===== src/rtl/pgs_pkg.sv =====
// Shared types and helpers for the rail power-good supervisor.
// Assumes: nothing beyond IEEE 1800-2017 elaboration-time functions.
package pgs_pkg;

    // Power-good hold-off code, as presented on pg_dly_sel.
    typedef enum logic [1:0] {
        PGD_SHORT = 2'd0,
        PGD_MID   = 2'd1,
        PGD_LONG  = 2'd2,
        PGD_MAX   = 2'd3
    } pg_delay_e;

    // Largest of three counts, used to size shared counters.
    function automatic int unsigned max3(input int unsigned a, input int unsigned b,
                                         input int unsigned c);
        int unsigned m;
        m = (a > b) ? a : b;
        return (m > c) ? m : c;
    endfunction

endpackage


===== src/rtl/rail_monitor.sv =====
// One rail's supervisor: filters the undervoltage and overvoltage levels
// into a good status and runs the start-up window that turns a late rail
// into a fault pulse.
// Assumes: tick is a single-cycle strobe; every duration parameter >= 1 and
// TIMEOUT_T >= 2; vset_wr is ignored while the rail is disabled.
module rail_monitor #(
    parameter int unsigned UV_NORM_T   = 1000,
    parameter int unsigned UV_STRICT_T = 50,
    parameter int unsigned RISE_T      = 10,
    parameter int unsigned OV_T        = 50,
    parameter int unsigned TIMEOUT_T   = 5000
) (
    input  logic clk,
    input  logic rst_n,
    input  logic tick,
    input  logic en,
    input  logic uv,
    input  logic ov,
    input  logic strict,
    input  logic vset_wr,
    output logic good,
    output logic fault_evt
);
    import pgs_pkg::*;

    localparam int unsigned DG_MAX = max3(UV_NORM_T, UV_STRICT_T, RISE_T);
    localparam int DW = $clog2(DG_MAX + 1);
    localparam int OW = $clog2(OV_T + 1);
    localparam int TW = $clog2(TIMEOUT_T + 1);
    localparam logic [DW-1:0] LIM_UVN  = DW'(UV_NORM_T);
    localparam logic [DW-1:0] LIM_UVS  = DW'(UV_STRICT_T);
    localparam logic [DW-1:0] LIM_RISE = DW'(RISE_T);
    localparam logic [OW-1:0] OV_FULL  = OW'(OV_T);
    localparam logic [TW-1:0] TO_LAST  = TW'(TIMEOUT_T - 1);

    logic          lvl_ok;     // debounced undervoltage state, 1 = above threshold
    logic [DW-1:0] dg_cnt;
    logic [DW-1:0] dg_lim;
    logic          opposing;
    logic [OW-1:0] ov_cnt;
    logic          ov_on;
    logic          en_d;
    logic          armed;
    logic [TW-1:0] to_cnt;
    logic          arm_now;
    logic          ov_evt;
    logic          to_evt;

    // Persistence needed to flip the state depends on direction and mode.
    always_comb begin
        if (!lvl_ok) dg_lim = LIM_RISE;
        else         dg_lim = strict ? LIM_UVS : LIM_UVN;
    end

    assign opposing = lvl_ok ? uv : ~uv;
    assign ov_on    = strict & ov;
    assign arm_now  = (en & ~en_d) | (en & vset_wr);
    assign good     = lvl_ok & (ov_cnt != OV_FULL);

    // Undervoltage filter: count ticks of the opposing level, flip at the limit.
    always_ff @(posedge clk) begin
        if (!rst_n || !en) begin
            lvl_ok <= 1'b0;
            dg_cnt <= '0;
        end else if (!opposing) begin
            dg_cnt <= '0;
        end else if (tick) begin
            if (dg_cnt >= dg_lim - 1'b1) begin
                lvl_ok <= ~lvl_ok;
                dg_cnt <= '0;
            end else begin
                dg_cnt <= dg_cnt + 1'b1;
            end
        end
    end

    // Overvoltage filter: saturating tick count while strict and above threshold.
    always_ff @(posedge clk) begin
        if (!rst_n || !en || !ov_on) ov_cnt <= '0;
        else if (tick && ov_cnt != OV_FULL) ov_cnt <= ov_cnt + 1'b1;
    end

    // Enable history for rising-edge detection.
    always_ff @(posedge clk) begin
        if (!rst_n) en_d <= 1'b0;
        else        en_d <= en;
    end

    // Start-up window: re-armed on enable or voltage write, closes after TIMEOUT_T ticks.
    always_ff @(posedge clk) begin
        if (!rst_n || !en) begin
            armed  <= 1'b0;
            to_cnt <= '0;
        end else if (arm_now) begin
            armed  <= 1'b1;
            to_cnt <= '0;
        end else if (armed && tick) begin
            if (to_cnt == TO_LAST) armed <= 1'b0;
            else                   to_cnt <= to_cnt + 1'b1;
        end
    end

    assign ov_evt    = en & ov_on & tick & (ov_cnt == OV_FULL - 1'b1);
    assign to_evt    = en & armed & ~arm_now & tick & (to_cnt == TO_LAST) & ~good;
    assign fault_evt = ov_evt | to_evt;

endmodule


===== src/rtl/pg_combiner.sv =====
// Merges the enabled rails' good statuses into one power-good output,
// with a coded hold-off on release and no delay on withdrawal.
// Assumes: each hold-off count >= 1; tick is a single-cycle strobe.
module pg_combiner #(
    parameter int unsigned NRAILS = 4,
    parameter int unsigned DLY0_T = 10000,
    parameter int unsigned DLY1_T = 20000,
    parameter int unsigned DLY2_T = 50000,
    parameter int unsigned DLY3_T = 150000
) (
    input  logic              clk,
    input  logic              rst_n,
    input  logic              tick,
    input  logic [NRAILS-1:0] rail_en,
    input  logic [NRAILS-1:0] rail_good,
    input  logic [1:0]        dly_sel,
    output logic              pg_out
);
    import pgs_pkg::*;

    localparam int unsigned DMAX = (max3(DLY0_T, DLY1_T, DLY2_T) > DLY3_T)
                                   ? max3(DLY0_T, DLY1_T, DLY2_T) : DLY3_T;
    localparam int CW = $clog2(DMAX + 1);

    logic          all_good;
    logic          pg_q;
    logic [CW-1:0] hold_cnt;
    logic [CW-1:0] hold_lim;

    assign all_good = (|rail_en) & (&(rail_good | ~rail_en));

    // Hold-off length for the selected code.
    always_comb begin
        unique case (pg_delay_e'(dly_sel))
            PGD_SHORT: hold_lim = CW'(DLY0_T);
            PGD_MID:   hold_lim = CW'(DLY1_T);
            PGD_LONG:  hold_lim = CW'(DLY2_T);
            default:   hold_lim = CW'(DLY3_T);
        endcase
    end

    // Release counter: restarts whenever the merged status is bad.
    always_ff @(posedge clk) begin
        if (!rst_n || !all_good) begin
            pg_q     <= 1'b0;
            hold_cnt <= '0;
        end else if (!pg_q && tick) begin
            if (hold_cnt >= hold_lim - 1'b1) pg_q <= 1'b1;
            else                             hold_cnt <= hold_cnt + 1'b1;
        end
    end

    assign pg_out = pg_q & all_good;

endmodule


===== src/rtl/fault_collector.sv =====
// Sticky per-rail fault flags with per-rail clear, and the masked interrupt.
// Assumes: a fault pulse coinciding with a clear leaves the flag set.
module fault_collector #(
    parameter int unsigned NRAILS = 4
) (
    input  logic              clk,
    input  logic              rst_n,
    input  logic [NRAILS-1:0] fault_evt,
    input  logic [NRAILS-1:0] flag_clr,
    input  logic [NRAILS-1:0] int_mask,
    output logic [NRAILS-1:0] fault_flag,
    output logic              irq
);
    for (genvar g = 0; g < NRAILS; g++) begin : g_flag
        // One sticky flag per rail; set has priority over clear.
        always_ff @(posedge clk) begin
            if (!rst_n)            fault_flag[g] <= 1'b0;
            else if (fault_evt[g]) fault_flag[g] <= 1'b1;
            else if (flag_clr[g])  fault_flag[g] <= 1'b0;
        end
    end

    assign irq = |(fault_flag & ~int_mask);

endmodule


===== src/rtl/pgood_supervisor.sv =====
// Top of the rail power-good supervisor: one rail_monitor per rail, the
// power-good merger and the fault collector. Durations are in ticks.
// Assumes: comparator levels are already synchronous to clk.
module pgood_supervisor #(
    parameter int unsigned NRAILS      = 4,
    parameter int unsigned UV_NORM_T   = 1000,
    parameter int unsigned UV_STRICT_T = 50,
    parameter int unsigned RISE_T      = 10,
    parameter int unsigned OV_T        = 50,
    parameter int unsigned TIMEOUT_T   = 5000,
    parameter int unsigned DLY0_T      = 10000,
    parameter int unsigned DLY1_T      = 20000,
    parameter int unsigned DLY2_T      = 50000,
    parameter int unsigned DLY3_T      = 150000
) (
    input  logic              clk,
    input  logic              rst_n,
    input  logic              tick,
    input  logic [NRAILS-1:0] rail_en,
    input  logic [NRAILS-1:0] uv_det,
    input  logic [NRAILS-1:0] ov_det,
    input  logic [NRAILS-1:0] strict_mode,
    input  logic [NRAILS-1:0] vset_wr,
    input  logic [1:0]        pg_dly_sel,
    input  logic [NRAILS-1:0] int_mask,
    input  logic [NRAILS-1:0] flag_clr,
    output logic [NRAILS-1:0] rail_good,
    output logic              pg_out,
    output logic [NRAILS-1:0] fault_flag,
    output logic              irq
);
    logic [NRAILS-1:0] fault_evt;

    for (genvar g = 0; g < NRAILS; g++) begin : g_rail
        rail_monitor #(
            .UV_NORM_T  (UV_NORM_T),
            .UV_STRICT_T(UV_STRICT_T),
            .RISE_T     (RISE_T),
            .OV_T       (OV_T),
            .TIMEOUT_T  (TIMEOUT_T)
        ) u_mon (
            .clk      (clk),
            .rst_n    (rst_n),
            .tick     (tick),
            .en       (rail_en[g]),
            .uv       (uv_det[g]),
            .ov       (ov_det[g]),
            .strict   (strict_mode[g]),
            .vset_wr  (vset_wr[g]),
            .good     (rail_good[g]),
            .fault_evt(fault_evt[g])
        );
    end

    pg_combiner #(
        .NRAILS(NRAILS),
        .DLY0_T(DLY0_T),
        .DLY1_T(DLY1_T),
        .DLY2_T(DLY2_T),
        .DLY3_T(DLY3_T)
    ) u_comb (
        .clk      (clk),
        .rst_n    (rst_n),
        .tick     (tick),
        .rail_en  (rail_en),
        .rail_good(rail_good),
        .dly_sel  (pg_dly_sel),
        .pg_out   (pg_out)
    );

    fault_collector #(
        .NRAILS(NRAILS)
    ) u_flags (
        .clk       (clk),
        .rst_n     (rst_n),
        .fault_evt (fault_evt),
        .flag_clr  (flag_clr),
        .int_mask  (int_mask),
        .fault_flag(fault_flag),
        .irq       (irq)
    );

endmodule


===== config.mk =====
export PLATFORM = sky130hd
export DESIGN_NAME = pgood_supervisor
export DESIGN_NICKNAME = d
export VERILOG_FILES = /design/src/rtl/pgs_pkg.sv /design/src/rtl/rail_monitor.sv /design/src/rtl/pg_combiner.sv /design/src/rtl/fault_collector.sv /design/src/rtl/pgood_supervisor.sv
export SDC_FILE = /design/constraint.sdc
export NUM_CORES = 1
export LEC_CHECK = 0
export BUFFER_PORTS_ARGS = -buffer_cell sky130_fd_sc_hd__buf_2
export CAP_MARGIN = 20
export CORE_MARGIN = 2
export CORE_UTILIZATION = 50
export CTS_CLUSTER_DIAMETER = 120
export DETAILED_ROUTE_END_ITERATION = 12
export PLACE_DENSITY = 0.73
export SLEW_MARGIN = 10
export SYNTH_ARGS = -nofsm -noshare
export SYNTH_HDL_FRONTEND = slang
export SYNTH_SLANG_ARGS = --single-unit
export TNS_END_PERCENT = 10

===== constraint.sdc =====
create_clock -name clk -period 2.6 [get_ports clk]
set_input_delay 0.13 -clock clk [delete_from_list [all_inputs] [get_ports clk]]
set_output_delay 0.13 -clock clk [all_outputs]
set_load 0.02 [all_outputs]

==> key figures, run 1 <==
Pwr
  – P per Cell Area: 545 mW/mm2
  – Peak supply drop: 0.000477 V
  – Static leakage: 3.58 nW

Logic synthesis
  – Post-synth EDFFs: 0
  – Cells after Synth: 932
  – YS warnings: 0
  – Top_reg_cell synth: dfxtp_1
  – Seq/Total Area, Yosys: 37.1%
  – Fraction of registers with async set/reset: 0%
  – Synth Register Bits: 151
  – Synth area leader: dfxtp_1
  – Syn_area_per_cell: 8.73 um2
  – Largest cells by area after synthesis: dfxtp_1, ha_1, xor2_1, nor2_1, nand4_1
  – Mapped Area: 0.00814 mm2
  – Count of different cell masters after synthesis: 59
  – Area share of the largest cell type after synthesis: 37.1%

Layout
  – Layout filler cell count: 1419
  – Area Overhead vs Synth: 12.5%
  – Commonest non-fill, non-tap cells in the layout: dfxtp_1, nor2_1, xor2_1, nand2_1, ha_1
  – ANT cells: 0
  – Post-route cell area: 0.00915 mm2
  – Most common cell after layout, fill and taps aside: dfxtp_1
  – Share of layout cells above drive strength 1: 9.82%
  – Final #Nets: 1082

Routing
  – Detailed Routing Iterations Pass 1: 4
  – Total wire length: 16.1 mm
  – Routed len/inst: 13.4 um
  – Detailed-route vias per instance: 5.30
  – Vias: 6378
  – Final ANT Viol Nets: 0
  – # DRC: 0
  – First DRT Iteration DRCs: 322

CTS
  – Root Buffer: clkbuf_16
  – Setup bufs post-CTS: 0
  – Clock latency on the worst-skew pair: 0.42 ns
  – Clk sinks: 151
  – TritonCTS clock tree: yes
  – Hold Buf Count CTS: 0
  – Clock Pin Slew Worst Setup and Hold Paths: 0.06 ns
  – H-tree Lvls: 4
  – Post-CTS Resized: 0
  – Num CTS Buffers: 17
  – Clock Tree Buf Depth: 2

Die
  – Chip height: 132 um
  – Core Region: 0.0159 mm2
  – Initial Utilization: 51.2%
  – FP Rows: 46
  – Die X: 132 um
  – IO Count: 43
  – Die area: 0.0173 mm2

Critical path
  – CP max FO: 5
  – R2R cell count: 8
  – Worst reg2reg path endpoint: g_rail[2].u_mon.dg_cnt[0]
  – Arrival time at the worst endpoint: 2.23 ns
  – Crit end category: output pin
  – Crit path kind: reg -> out
  – Startpoint Class: register
  – Reg2reg start: g_rail[2].u_mon.lvl_ok
  – CP required: 2.47 ns
  – Flop2flop setup slack: 0.39 ns

Place
  – Post-Place Cell Area: 0.00857 mm2
  – PortBufs: 42
  – Post-DP HPWL: 11.6 mm
  – Gpl congestion: 0.810

Min path
  – Worst hold path class: in -> reg
  – Min-delay src: vset_wr[0]
  – Hold Path Depth: 3
  – Hold Path End: g_rail[0].u_mon.armed

STA
  – Slew Viols, Final: 0
  – Hold Slack: 0.00933 ns
  – Worst-Margin Slew: 0.481 ns
  – Setup tns final: 0 ns
  – Peak Freq: 423 MHz
  – Final period utilization: 90.9%
  – Skew final: 0.00845 ns
  – Hold Vio Cnt, Final: 0
  – Tmin final: 2.36 ns
  – # setup viols final: 0
  – Max transition margin: 67.5%
  – RSZ-0062 raised after global routing: no

Global route
  – Grt ovf: 0
  – GRT Util Overall: 19.4%
  – Vias in the first global route: 6145
  – Antenna violations before repair: 0
  – Largest net degree at the start of global routing: 21
  – First-pass GRT wire length: 28.3 mm

Job
  – Max cap viols: 0

Status
  – Outcome: finished clean
==> cells in the mapped netlist (2+ instances only) <==
master / instances
dfxtp_1: 151
nor2_1: 141
xor2_1: 91
nand2_1: 84
ha_1: 72
nand4_1: 56
a21oi_1: 45
inv_1: 31
nand3_1: 30
and3_1: 29
xnor2_1: 28
o21ai_0: 20
a21o_1: 16
clkbuf_1: 15
nor2b_1: 15
and4_1: 12
nand2b_1: 11
nor3_1: 9
or3_1: 6
a31oi_1: 5
o2bb2ai_1: 5
a211oi_1: 4
buf_4: 4
o21ai_1: 4
and2_1: 3
buf_2: 3
mux2i_1: 3
nor3_2: 3
or4b_1: 3
nand4_4: 2
nor4_4: 2
nor4b_1: 2
==> worst max-delay path: stages (launching register included) <==
cell and delay [ns]:
dfxtp_1 0.41, inv_1 0.07, ha_1 0.21, a21oi_1 0.32, nand2b_1 0.16, o41a_1 0.23
and4_1 0.25, buf_2 0.17
==> kinds of logic after synthesis <==
family,synth area share [%]
simple gates,26.9
flops,37.1
xor+xnor,12.8
compound gates,8.75
fa+ha+maj,11.1
buf+inv,2.92
mux,0.369
other cells,0.0461
==> report_power, final <==
part           switching, mW  internal [mW]
Combinational          0.112         0.0647
Sequential            0.0106           2.33
Clock                  0.932           1.55
Total                   1.05           3.94
==> metal layers <==
metal  part of all wire [%]  vias to the layer above  track usage, %
met5                      0                        -               0
li1                       -                     3324               -
met2                     47                       63            33.0
met1                     49                     2973            24.7
met4                    1.3                        0            5.01
met3                    2.6                       18            4.82
==> metrics by stage <==
step | util (%) | power [mW] | std cells | setup WS (ns)
floorplan | - | 2.49 | 934 | 0.554
global placement | 53.9 | 2.56 | 1174 | 0.419
detailed placement | 53.9 | 2.56 | 1174 | 0.337
CTS | 57.6 | 5.04 | 1204 | 0.201
global route | 57.6 | 5.16 | 1204 | 0.127
finish | 57.6 | 4.99 | 1204 | 0.237
==> worst max path at each step <==
stage | startpoint | end | slack [ns] | depth (start not counted)
after global placement | pg_dly_sel[1] | u_comb.hold_cnt[9] | 0.42 | 12
after detailed placement | pg_dly_sel[1] | u_comb.hold_cnt[14] | 0.34 | 12
after floorplan | pg_dly_sel[0] | u_comb.hold_cnt[6] | 0.55 | 10
after CTS | g_rail[1].u_mon.ov_cnt[0] | pg_out | 0.20 | 7
after global routing | g_rail[3].u_mon.ov_cnt[0] | pg_out | 0.13 | 7
final | g_rail[1].u_mon.ov_cnt[0] | pg_out | 0.24 | 7
==> cell type report <==
cell class	instances	area [um2]	area share [%]
multi-input cells	727	4880	53.4
flip-flops and latches	151	3020	33.0
clock buffers	22	464	5.07
well taps	216	270	2.95
repair buffers	48	268	2.93
clock inverters	8	124	1.35
inverters	32	120	1.31
==> registers in the layout (all words and copies together) (netlist names) <==
register and flops:
g_rail.u_mon.to_cnt 52, g_rail.u_mon.ov_cnt 24, u_comb.hold_cnt 18, g_rail.u_mon.armed 4, g_rail.u_mon.dg_cnt 40, u_flags.fault_flag 4, g_rail.u_mon.lvl_ok 4, g_rail.u_mon.en_d 4
u_comb.pg_q 1
Power figures use the tool's default switching activity.
==> inputs of run 2 (changes only) <==
- CORE_UTILIZATION: 50 -> 62
- PLACE_DENSITY: 0.73 -> 0.87
==> key figures, run 2 (synthesis results as in run 1) <==
Status
  – Outcome: finished clean

Routing
  – # DRC: 0 (unchanged)
  – Detailed Routing Iterations Pass 1: 6 (+2)
  – First DRT Iteration DRCs: 494 (+53%)
  – Detailed-route vias per instance: 5.72 (+8.0%)
  – Final ANT Viol Nets: 0 (unchanged)
  – Vias: 6649 (+4.2%)
  – Routed len/inst: 14.5 um (+8.7%)
  – Total wire length: 16.9 mm (+4.9%)

STA
  – Max transition margin: 64.6% (-2.9 points)
  – Hold Vio Cnt, Final: 0 (unchanged)
  – Skew final: 0.00646 ns (-0.00199 ns)
  – RSZ-0062 raised after global routing: no
  – Final period utilization: 90.6% (-0.30 points)
  – Worst-Margin Slew: 0.526 ns (+0.0447 ns)
  – Slew Viols, Final: 0 (unchanged)
  – Peak Freq: 425 MHz (+0.33%)
  – Tmin final: 2.35 ns (-0.00770 ns)
  – # setup viols final: 0 (unchanged)
  – Setup tns final: 0 ns (unchanged)

CTS
  – TritonCTS clock tree: yes
  – Num CTS Buffers: 17 (unchanged)
  – Clock Pin Slew Worst Setup and Hold Paths: 0.06 ns (about the same)
  – Setup bufs post-CTS: 0 (unchanged)
  – Clock Tree Buf Depth: 2 (unchanged)
  – Clock latency on the worst-skew pair: 0.43 ns (about the same)
  – Clk sinks: 151 (unchanged)
  – H-tree Lvls: 4 (unchanged)
  – Root Buffer: clkbuf_16

Global route
  – Antenna violations before repair: 0 (unchanged)
  – Grt ovf: 0 (unchanged)
  – First-pass GRT wire length: 29.2 mm (+3.1%)
  – Largest net degree at the start of global routing: 26 (+24%)
  – GRT Util Overall: 25.1% (+5.6 points)
  – Vias in the first global route: 6420 (+4.5%)

Die
  – Die X: 119 um (-9.9%)
  – Die area: 0.0141 mm2 (-19%)
  – Core Region: 0.0127 mm2 (-20%)
  – IO Count: 43 (unchanged)
  – FP Rows: 41 (-11%)
  – Chip height: 119 um (-9.9%)
  – Initial Utilization: 64.0% (+13 points)

Layout
  – Area Overhead vs Synth: 12.5% (about the same)
  – Final #Nets: 1083 (+0.092%)
  – Top Registers: g_rail.u_mon.to_cnt (52), g_rail.u_mon.dg_cnt (40), g_rail.u_mon.ov_cnt (24)
  – FF/Latch Area: 0.00302 mm2 (unchanged)
  – Post-layout util: 72.0% (+14 points)
  – ANT cells: 0 (unchanged)
  – Commonest non-fill, non-tap cells in the layout: dfxtp_1, nor2_1, xor2_1, nand2_1, ha_1
  – Area occupied by multi-input gates: 0.00488 mm2 (unchanged)
  – Layout filler cell count: 954 (-33%)
  – Share of layout cells above drive strength 1: 9.90% (+0.081 points)
  – Most common cell after layout, fill and taps aside: dfxtp_1
  – Register with the most flip-flops: g_rail.u_mon.to_cnt
  – Max reg flops: 52 (unchanged)

Place
  – Gpl congestion: 0.865 (+6.8%)
  – Post-DP HPWL: 11.9 mm (+2.3%)
  – PortBufs: 42 (unchanged)

Pwr
  – P per Cell Area: 570 mW/mm2 (+4.5%)
  – Peak supply drop: 0.000432 V (-9.4%)
  – Static leakage: 3.61 nW (+0.97%)

Critical path
  – CP required: 2.91 ns (+0.44 ns)
  – Reg2reg start: g_rail[3].u_mon.lvl_ok
  – Startpoint Class: register
  – Crit end category: register
  – CP max FO: 9 (+4)
  – Worst setup path start: g_rail[3].u_mon.lvl_ok
  – Crit path kind: reg -> reg
  – Arrival time at the worst endpoint: 2.66 ns (+0.43 ns)
  – R2R cell count: 8 (unchanged)

Min path
  – Worst hold path class: in -> reg
  – Min-delay src: flag_clr[3]
  – Hold Path Depth: 4 (+1)

Job
  – Max cap viols: 0 (unchanged)
## run 2: cell types whose count changed in the layout (fill, tap and decap cells not counted), sizes merged
cell | before | now
clkbuf | 22 | 23
bufinv | 3 | 5
clkinvlp | 2 | 0
dlygate4sd3 | 0 | 1
## run 2: area by class of cell
| cell class | count | share of cell area [%] |
|---|---|---|
| clock inverters | 8 | 1.85 |
| clock buffers | 23 | 5.22 |
| repair buffers | 49 | 2.90 |
| well taps | 172 | 2.35 |
| inverters | 32 | 1.31 |
| multi-input cells | 727 | 53.4 |
| flip-flops and latches | 151 | 33.0 |
## run 2: report_power, final
group	switching [mW]	total, mW	internal, mW
combinational	0.114	0.178	0.0640
clock	0.930	2.70	1.77
sequential	0.0114	2.34	2.33
total	1.06	5.22	4.16
## run 2: stage by stage
| stage | setup WS [ns] | hold WS [ns] | power, mW | cells | cell area, um2 |
|---|---|---|---|---|---|
| CTS | 0.231 | 0.0217 | 5.24 | 1162 | 9160 |
| global placement | 0.431 | 0.430 | 2.56 | 1130 | 8500 |
| detailed placement | 0.271 | 0.433 | 2.56 | 1130 | 8500 |
| global route | 0.0710 | 0.0382 | 5.36 | 1162 | 9160 |
| finish | 0.245 | 0.0297 | 5.22 | 1162 | 9160 |
| floorplan | 0.554 | 0.270 | 2.49 | 934 | 8150 |
## run 2: per-layer routing
metal  wire length (um)  GRT usage, %
met1               7690          31.8
met4                411          10.3
met2               8030          41.3
met5                  0             0
met3                749          5.45
## run 2: path summary, 6_finish.rpt
check	to	slack [ns]
worst max register to register	g_rail[3].u_mon.dg_cnt[9]	0.25
worst min register to register	g_rail[0].u_mon.to_cnt[1]	0.51
worst min-delay path	u_flags.fault_flag[3]	0.03
worst max-delay path	g_rail[3].u_mon.dg_cnt[9]	0.25
## run 2: critical path, stage by stage, from the launching register on
cell	delay, ns
dfxtp_1	0.51
nand2b_1	0.15
ha_1	0.31
a21oi_1	0.06
o21ai_0	0.17
a31oi_1	0.10
o21ai_0	0.45
a21o_1	0.39
nor2_1	0.09
## run 2: timing repair
action                                 CTS  global route
endpoints found under the hold margin    1             0
resized for setup                        0             0
hold buffers                             1             0
